==> config.mk <==
export PLATFORM = sky130hd
export DESIGN_NAME = acc_cpu
export DESIGN_NICKNAME = d
export VERILOG_FILES = /design/src/rtl/acc_cpu_pkg.sv /design/src/rtl/acc_cpu_ctrl.sv /design/src/rtl/acc_cpu_dp.sv /design/src/rtl/acc_cpu.sv
export SDC_FILE = /design/constraint.sdc
export NUM_CORES = 1
export LEC_CHECK = 0
export BUFFER_PORTS_ARGS = -buffer_cell sky130_fd_sc_hd__buf_2
export CAP_MARGIN = 10
export CORE_MARGIN = 2
export CORE_UTILIZATION = 50
export DETAILED_ROUTE_END_ITERATION = 10
export PLACE_DENSITY = 0.76
export SLEW_MARGIN = 25
export SYNTH_ARGS = -nofsm -noshare
export SYNTH_HDL_FRONTEND = slang
export SYNTH_SLANG_ARGS = --single-unit
==> constraint.sdc <==
create_clock -name clk -period 2.55 [get_ports clk]
set_clock_uncertainty 0.1 [all_clocks]
set_input_delay 0.765 -clock clk [delete_from_list [all_inputs] [get_ports clk]]
set_output_delay 0.765 -clock clk [all_outputs]
set_load 0.01 [all_outputs]
==> src/rtl/acc_cpu_pkg.sv <==
package acc_cpu_pkg;

  localparam int OPCODE_W = 4;

  typedef logic [OPCODE_W-1:0] opcode_t;

  localparam opcode_t OPC_HALT  = 4'h0;
  localparam opcode_t OPC_LOAD  = 4'h1;
  localparam opcode_t OPC_STORE = 4'h2;
  localparam opcode_t OPC_ADD   = 4'h5;
  localparam opcode_t OPC_RETI  = 4'hB;

  typedef enum logic [2:0] {
    ST_FETCH   = 3'd0,
    ST_DECODE  = 3'd1,
    ST_OPFETCH = 3'd2,
    ST_EXEC    = 3'd3,
    ST_INTCHK  = 3'd4,
    ST_INTENT  = 3'd5,
    ST_HALT    = 3'd6
  } cpu_state_e;

endpackage

==> src/rtl/acc_cpu_ctrl.sv <==
module acc_cpu_ctrl
  import acc_cpu_pkg::*;
(
  input  logic       clk,
  input  logic       rst,
  input  opcode_t    fetched_op,
  input  logic       irq,
  input  logic       int_en,
  output cpu_state_e state,
  output logic       ack
);

  cpu_state_e state_n;

  always_comb begin
    state_n = state;
    unique case (state)
      ST_FETCH:   state_n = ST_DECODE;
      ST_DECODE: begin
        unique case (fetched_op)
          OPC_LOAD, OPC_ADD: state_n = ST_OPFETCH;
          OPC_STORE:         state_n = ST_EXEC;
          OPC_HALT:          state_n = ST_HALT;
          default:           state_n = ST_INTCHK;
        endcase
      end
      ST_OPFETCH: state_n = ST_EXEC;
      ST_EXEC:    state_n = ST_INTCHK;
      ST_INTCHK:  state_n = (irq && int_en) ? ST_INTENT : ST_FETCH;
      ST_INTENT:  state_n = ST_FETCH;
      ST_HALT:    state_n = ST_HALT;
      default:    state_n = ST_HALT;
    endcase
  end

  always_ff @(posedge clk) begin
    if (rst) begin
      state <= ST_FETCH;
      ack   <= 1'b0;
    end else begin
      state <= state_n;
      ack   <= (state_n == ST_INTENT);
    end
  end

  // acknowledge never lasts longer than one cycle
  assert_ack_pulse_R8: assert property (@(posedge clk) disable iff (rst)
    ack |=> !ack);

  // the halted state is never left without reset
  assert_halt_sticky_R7: assert property (@(posedge clk) disable iff (rst)
    (state == ST_HALT) |=> (state == ST_HALT));

  // the interrupt cycle is only entered from the check state with enable set
  assert_entry_enabled_R9: assert property (@(posedge clk) disable iff (rst)
    (state == ST_INTENT) |-> ($past(state) == ST_INTCHK && $past(int_en)));

endmodule

==> src/rtl/acc_cpu_dp.sv <==
module acc_cpu_dp
  import acc_cpu_pkg::*;
#(
  parameter int DATA_W       = 16,
  parameter int ADDR_W       = DATA_W - OPCODE_W,
  parameter int HANDLER_ADDR = 4,
  parameter int RESET_PC     = 0
) (
  input  logic              clk,
  input  logic              rst,
  input  cpu_state_e        state,
  input  logic [DATA_W-1:0] rdata,
  output logic [ADDR_W-1:0] mar,
  output logic [DATA_W-1:0] mbr,
  output logic              we,
  output logic              int_en
);

  localparam logic [ADDR_W-1:0] HANDLER_PC = ADDR_W'(HANDLER_ADDR);
  localparam logic [ADDR_W-1:0] BOOT_PC    = ADDR_W'(RESET_PC);

  logic [ADDR_W-1:0] pc;
  logic [ADDR_W-1:0] ret_pc;
  logic [DATA_W-1:0] ir;
  logic [DATA_W-1:0] acc;

  opcode_t           new_op;
  logic [ADDR_W-1:0] new_addr;
  opcode_t           cur_op;

  assign new_op   = rdata[DATA_W-1 -: OPCODE_W];
  assign new_addr = rdata[ADDR_W-1:0];
  assign cur_op   = ir[DATA_W-1 -: OPCODE_W];

  always_ff @(posedge clk) begin
    if (rst) begin
      pc     <= BOOT_PC;
      mar    <= BOOT_PC;
      ret_pc <= '0;
      ir     <= '0;
      mbr    <= '0;
      acc    <= '0;
      we     <= 1'b0;
      int_en <= 1'b1;
    end else begin
      unique case (state)
        ST_DECODE: begin
          ir <= rdata;
          pc <= pc + 1'b1;
          unique case (new_op)
            OPC_LOAD, OPC_ADD: mar <= new_addr;
            OPC_STORE: begin
              mar <= new_addr;
              mbr <= acc;
              we  <= 1'b1;
            end
            OPC_RETI: begin
              pc     <= ret_pc;
              int_en <= 1'b1;
            end
            default: ;
          endcase
        end
        ST_EXEC: begin
          we <= 1'b0;
          unique case (cur_op)
            OPC_LOAD: acc <= rdata;
            OPC_ADD:  acc <= acc + rdata;
            default:  ;
          endcase
        end
        ST_INTCHK: mar <= pc;
        ST_INTENT: begin
          ret_pc <= pc;
          pc     <= HANDLER_PC;
          mar    <= HANDLER_PC;
          int_en <= 1'b0;
        end
        default: ;
      endcase
    end
  end

  // a store drives the write strobe for one cycle only
  assert_we_pulse_R5: assert property (@(posedge clk) disable iff (rst)
    we |=> !we);

  // the write strobe is only seen while the store executes
  assert_we_in_exec_R5: assert property (@(posedge clk) disable iff (rst)
    we |-> (state == ST_EXEC));

  // after a return, the next fetch address is the saved one
  assert_return_target_R10: assert property (@(posedge clk) disable iff (rst)
    (state == ST_DECODE && new_op == OPC_RETI) |=> (pc == $past(ret_pc) && int_en));

endmodule

==> src/rtl/acc_cpu.sv <==
module acc_cpu
  import acc_cpu_pkg::*;
#(
  parameter int DATA_W       = 16,
  parameter int HANDLER_ADDR = 4,
  parameter int RESET_PC     = 0
) (
  input  logic                       clk,
  input  logic                       rst,
  input  logic                       irq,
  input  logic [DATA_W-1:0]          mem_rdata,
  output logic [DATA_W-OPCODE_W-1:0] mem_addr,
  output logic [DATA_W-1:0]          mem_wdata,
  output logic                       mem_we,
  output logic                       irq_ack,
  output logic                       halted
);

  localparam int ADDR_W = DATA_W - OPCODE_W;

  cpu_state_e state;
  logic       int_en;

  acc_cpu_ctrl u_ctrl (
    .clk        (clk),
    .rst        (rst),
    .fetched_op (mem_rdata[DATA_W-1 -: OPCODE_W]),
    .irq        (irq),
    .int_en     (int_en),
    .state      (state),
    .ack        (irq_ack)
  );

  acc_cpu_dp #(
    .DATA_W       (DATA_W),
    .ADDR_W       (ADDR_W),
    .HANDLER_ADDR (HANDLER_ADDR),
    .RESET_PC     (RESET_PC)
  ) u_dp (
    .clk    (clk),
    .rst    (rst),
    .state  (state),
    .rdata  (mem_rdata),
    .mar    (mem_addr),
    .mbr    (mem_wdata),
    .we     (mem_we),
    .int_en (int_en)
  );

  assign halted = (state == ST_HALT);

  // the cycle after the acknowledge presents the handler address
  assert_handler_entry_R8: assert property (@(posedge clk) disable iff (rst)
    irq_ack |=> (mem_addr == ADDR_W'(HANDLER_ADDR)));

  // entering the handler masks further requests
  assert_masked_R9: assert property (@(posedge clk) disable iff (rst)
    irq_ack |=> !int_en);

  // no acknowledge without a request seen the cycle before
  assert_ack_needs_req_R8: assert property (@(posedge clk) disable iff (rst)
    irq_ack |-> $past(irq));

  // a halted core never writes
  assert_halt_quiet_R7: assert property (@(posedge clk) disable iff (rst)
    halted |-> (!mem_we && !irq_ack));

endmodule

==> results.yml, run 1 <==
outcome:
  status: "completed"
route:
  drcViolationCount: 0
  routedWlPerCell_um: 15.36
  viasPerCell: 5.868
  drt-total-wl_um: 11290
  dr_total_vias: 4313
  ant_nets: 0
  drt_first_pass_iters: 6
  drt_first_iter_violations: 322
critical_path:
  path_class: "in2reg"
  cp_top_family: "compound AO/OA/AOI/OAI gates"
  arrival_ns: 2.63
  cp_num_buf_inv: 1
  cp-end-kind: "flip-flop"
  start_kind: "input port"
  worstPathMaxFanout: 3
  cp_cell_sequence: "buf_2 > ha_4 > fa_2 > a21oi_4 > o21ai_2 > a21oi_2 > a21oi_1 > or4_1 > and3_1"
  required_ns: 2.71
  max_stage_delay_ns: 0.41
  cpMaxStageDelayCell: "fa_2"
yosys:
  synth_ff_type: "dfxtp_1"
  yosys_warnings: 0
  synth_cell_types: 56
  yosysTopAreaCellShare_pct: 37.18
  syn_nets: 587
  synth_top_area_cell: "dfxtp_1"
  ys_ff_latch: 78
  synthCells: 551
  synth.yosys.seq_area_share_pct: 37.18
  synthesis.area_um2: 4200
  synth.area.top_cells: "dfxtp_1 37%, nand2_1 9.7%, a21oi_1 9.3%"
  async_reset_ff_share_pct: 0
  synth_enable_flop_cells: 0
  synth_area_per_cell_um2: 7.623
sta:
  relSlewSlack_pct: 60.88
  hold_slack_ns: 0.3519
  finalHoldViolCount: 0
  post-route-min-period_ns: 2.479
  max_freq_mhz: 403.4
  tightest_slew_ns: 0.5863
  finalCritPeriodShare_pct: 97.21
  setup_viol: 0
  slew_viol_final: 0
  setup_ws_ns: 0.07109
power_and_ir_drop:
  cellPowerDensity_nw_per_um2: 545.3
  max-vdd-ir-drop_uv: 312.9
  leakagePower_nw: 2.038
  totalPowerFinal_mw: 2.765
grt:
  use_met1_pct: 33.40
  grtUsageMet2_pct: 40.73
  overflow: 0
  track_usage_pct: 25.14
  grt_pass1_vias: 3856
  grt_start_max_net_pins: 32
  grt_pass1_wl_um: 18080
  antenna_found_initial: 0
  grt_use_met3_pct: 4.190
  grt_busiest_layer: "met2"
clocking:
  htreeDepth: 3
  clock_path_buffers: 2
  postCtsSetupBuffers: 0
  numCtsBuffers: 9
  cts_tree: "done"
  clk_latency_ns: 0.36
  clock-root-buffer: "clkbuf_8"
  cts.sinks: 78
  clk_pin_slew_ns: 0.08
floorplanning:
  num_rows: 33
  io_pins: 50
  die_h_um: 95.66
  coreArea_um2: 8175
  die_w_um: 95.66
  die-area_um2: 9150
  start_util_pct: 51.38
finish:
  syn_to_final_growth_pct: 20.70
  drive_gt1_share_pct: 20.63
  design_area_um2: 5070
  register_area_um2: 1562
  multiInputGateArea_um2: 2510
  fin_nets: 661
  fillers: 744
  layout.cells.non_filler: 735
  diodes: 0
place:
  gp_congestion: 0.8805
  post-dp-hpwl_um: 8124
  placed_cells_incl_taps: 719
  dpl_worst_slack_ns: -0.2920
  io_buffers: 49
  place_area_um2: 4833
job:
  drv_cap: 0
worst_hold_path:
  hp-class: "reg2reg"
[power by group]
part           total, mW  internal, mW  switching (mW)
clock network       1.06         0.580           0.476
logic              0.412         0.163           0.248
registers           1.30          1.26          0.0374
total               2.76          2.00           0.762
[logic make-up after synthesis]
| family | Yosys count | share of synthesized area, % |
|---|---|---|
| mux | 4 | 1.013 |
| compound gates | 175 | 25.95 |
| flops | 78 | 37.18 |
| buf+inv | 40 | 4.021 |
| fa+ha+maj | 17 | 5.243 |
| simple gates | 230 | 25.14 |
| xor+xnor | 7 | 1.460 |
[registers in the layout (all words and copies together) (netlist names)]
name	count
u_dp.ir	4
u_dp.mbr	16
u_dp.int_en	1
u_ctrl.state	3
u_ctrl.ack	1
u_dp.we	1
u_dp.ret_pc	12
u_dp.pc	12
u_dp.acc	16
u_dp.mar	12
[worst register-to-register path, cell delays in order, from the launching register on]
cell     delay [ns]
dfxtp_1        0.35
ha_4           0.18
fa_2           0.41
a21oi_4        0.16
o21ai_2        0.10
a21oi_2        0.23
a21oi_1        0.12
or4_1          0.40
and3_1         0.17
[stage by stage]
stage | TNS (ns) | utilization [%]
2_1_floorplan | -0.02573 | -
5_1_grt | -0.001841 | 62.01
3_5_place_dp | -1.442 | 59.12
3_3_place_gp | -1.147 | 59.12
4_1_cts | 0 | 61.85
6_report | 0 | 62.01
[worst paths after layout]
| kind | cells after the start | endpoint | start | slack [ns] |
|---|---|---|---|---|
| max | 9 | u_dp.acc[12] | mem_rdata[0] | 0.07 |
| min | 2 | u_dp.mbr[8] | u_dp.mbr[8] | 0.35 |
| max reg2reg | 8 | u_dp.acc[12] | u_dp.acc[0] | 0.23 |
| min reg2reg | 2 | u_dp.mbr[8] | u_dp.mbr[8] | 0.35 |
[cell usage in the layout (no fill, tap or decap), types with 4 or more instances in the layout]
master and instances:
a211oi_1 16, a21o_1 10, a21oi_1 76, a22o_1 9, a22oi_1 4, and3_1 8
buf_2 49, buf_4 48, clkbuf_8 10, dfxtp_1 78, ha_1 15, inv_1 5
nand2_1 108, nand3_1 13, nor2_1 51, nor3_1 12, nor3b_1 11, o21ai_0 24
o221ai_1 8, xnor2_1 6
[layer usage]
layer / vias up / wire length [um]
met4: 0 / 234
met5: - / 0
met2: 166 / 5306
li1: 2120 / -
met1: 2001 / 4938
met3: 26 / 810
[synthesized netlist by cell type, types with 3 or more instances]
cell type,n
nand3b_1,3
ha_1,16
a22o_1,9
a22oi_1,4
buf_2,3
and3_1,8
xnor2_1,6
o21bai_1,3
nand3_1,13
inv_1,5
o221ai_1,8
nand4_1,3
nand2_1,108
nor2_1,51
nor3_1,12
or3_1,3
nor3b_1,11
a21oi_1,78
a211oi_1,17
o21ai_0,25
o31ai_1,3
clkbuf_1,26
dfxtp_1,78
a21o_1,10
buf_4,4
nand2b_1,3
or2_2,3
[cell type report]
type	count	area share (%)
Inverter	5	0.3702
Sequential cell	78	30.80
Tap cell	105	2.591
Clock buffer	11	2.789
Clock inverter	5	1.604
Timing Repair Buffer	98	12.34
Multi-Input combinational cell	433	49.51
[repair_timing]
action                     CTS  global route
resized for setup            0             3
setup endpoints to repair    0             4
hold buffers                 0             0
Power figures use the tool's default switching activity.
==> run 2, diff against run 1 <==
Settings changed: CORE_UTILIZATION 50 to 53, PLACE_DENSITY 0.76 to 0.8.
==> run 2 against run 1 <==
Net effect:
- sequential cell count stayed put
- sequential share of layout area grew 0.33 points
- critical endpoint unchanged
- clock power barely moved
- via count shrank 0.16%
- final cell count fell by 1.4%
- largest cell class unchanged
- non-clock buffer count is 7 lower
- sequential power barely moved
==> results.yml, run 2 (synthesized netlist as in run 1, its figures left out) <==
clocking:
  postCtsResizedCells: 0
  clk_latency_ns: 0.36
  htreeDepth: 3
  clock_path_buffers: 2
  cts_tree: "done"
  postCtsSetupBuffers: 0
  cts.sinks: 78
  postCtsHoldBufs: 0
  clock-root-buffer: "clkbuf_8"
  clk_pin_slew_ns: 0.09
  numCtsBuffers: 9
critical_path:
  cp_cell_sequence: "buf_2 > ha_4 > fa_2 > a21oi_2 > o21ai_2 > a21oi_2 > a21oi_1 > or4_1 > and3_1"
  cp_num_buf_inv: 1
  start_kind: "input port"
  cp-startpoint: "mem_rdata[0]"
  r2r-start: "u_dp.acc[0]"
  critPathMostFrequentCell: "a21oi_2"
  cpMaxStageDelayCell: "or4_1"
  arrival_ns: 2.64
  cp_top_family: "compound AO/OA/AOI/OAI gates"
  worstPathMaxFanout: 3
  path_class: "in2reg"
  required_ns: 2.70
  cp-end-kind: "flip-flop"
  max_stage_delay_ns: 0.40
place:
  dpl_worst_slack_ns: -0.2854
  io_buffers: 49
  gp_congestion: 0.9475
  post-dp-hpwl_um: 8375
sta:
  finalHoldViolCount: 0
  post-route-min-period_ns: 2.484
  finalCritPeriodShare_pct: 97.42
  tightest_slew_ns: 0.8111
  relSlewSlack_pct: 45.73
  setup_ws_ns: 0.06577
  setup_viol: 0
  max_freq_mhz: 402.5
  rsz0062_at_grt: "no"
  slew_viol_final: 0
  hold_slack_ns: 0.3529
grt:
  antenna_found_initial: 0
  track_usage_pct: 26.96
  grt_pass1_wl_um: 18550
  grt_start_max_net_pins: 30
  grt_pass1_vias: 3927
  overflow: 0
route:
  drcViolationCount: 0
  drt_first_iter_violations: 307
  wl_met3_um: 690
  routedWlPerCell_um: 15.80
  drt_first_pass_iters: 5
  dr_wl_met2_um: 5335
  dr_total_vias: 4306
  viasPerCell: 5.939
  drt-total-wl_um: 11460
  top_layer: "met4"
  ant_nets: 0
  wl_met1_um: 5176
finish:
  syn_to_final_growth_pct: 19.42
  drive_gt1_share_pct: 19.74
  diodes: 0
  largest_registers: "u_dp.acc: 16 flops, u_dp.mbr: 16 flops"
  fillers: 670
  layout_commonest_cell: "nand2_1"
  final_cell_mix: "108 x nand2_1, 78 x dfxtp_1, 76 x a21oi_1"
  final_util_pct: 65.25
  fin_nets: 654
outcome:
  status: "completed"
floorplanning:
  die_h_um: 93.02
  die_w_um: 93.02
  start_util_pct: 54.64
  coreArea_um2: 7687
  io_pins: 50
  die-area_um2: 8653
  num_rows: 32
power_and_ir_drop:
  cellPowerDensity_nw_per_um2: 551.8
  leakagePower_nw: 2.006
  max-vdd-ir-drop_uv: 374.6
job:
  drv_cap: 0
worst_hold_path:
  hp-class: "reg2reg"
  worstHoldStart: "u_dp.mbr[7]"
[run 2: worst paths after layout]
check | endpoint | slack [ns] | cells after the start
max | u_dp.acc[12] | 0.07 | 9
min | u_dp.mbr[7] | 0.35 | 2
max reg2reg | u_dp.acc[12] | 0.21 | 8
min reg2reg | u_dp.mbr[7] | 0.35 | 2
[run 2: routing by layer]
layer | GRT usage [%] | vias to the layer above
met2 | 44.08 | 172
met1 | 36.44 | 2000
met3 | 4.512 | 22
li1 | - | 2112
met4 | 8.701 | 0
met5 | 0 | -
[run 2: final cells by class]
cell class | count | area (um2) | area share [%]
clock buffer | 9 | 123.9 | 2.469
sequential | 78 | 1562 | 31.13
tap | 102 | 127.6 | 2.544
inverter | 5 | 18.77 | 0.3742
clock inverter | 7 | 102.6 | 2.045
multi-input combinational | 433 | 2496 | 49.76
timing repair buffer | 91 | 585.6 | 11.67
[run 2: worst register-to-register path, delay by kind of cell (launching register included)]
kind / cells / cell delay [ns]
AO/OA/AOI/OAI: 4 / 0.61
adder cells (fa/ha/maj): 2 / 0.57
AND/OR/NAND/NOR: 2 / 0.57
flip-flops: 1 / 0.37
[run 2: report_power, final]
part           leakage [nW]  total (mW)  internal [mW]  switching (mW)
combinational          1.26       0.393          0.156           0.237
sequential            0.632        1.30           1.26          0.0442
clock                 0.111        1.07          0.565           0.506
[run 2: through the flow]
stage	TNS [ns]	instance area [um2]	power [mW]	cells
detailed placement	-1.470	4790	1.718	709
CTS	0	5016	2.769	725
global placement	-1.146	4790	1.708	709
finish	0	5016	2.768	725
global route	0	5016	2.870	725
floorplan	-0.02573	4227	1.565	551
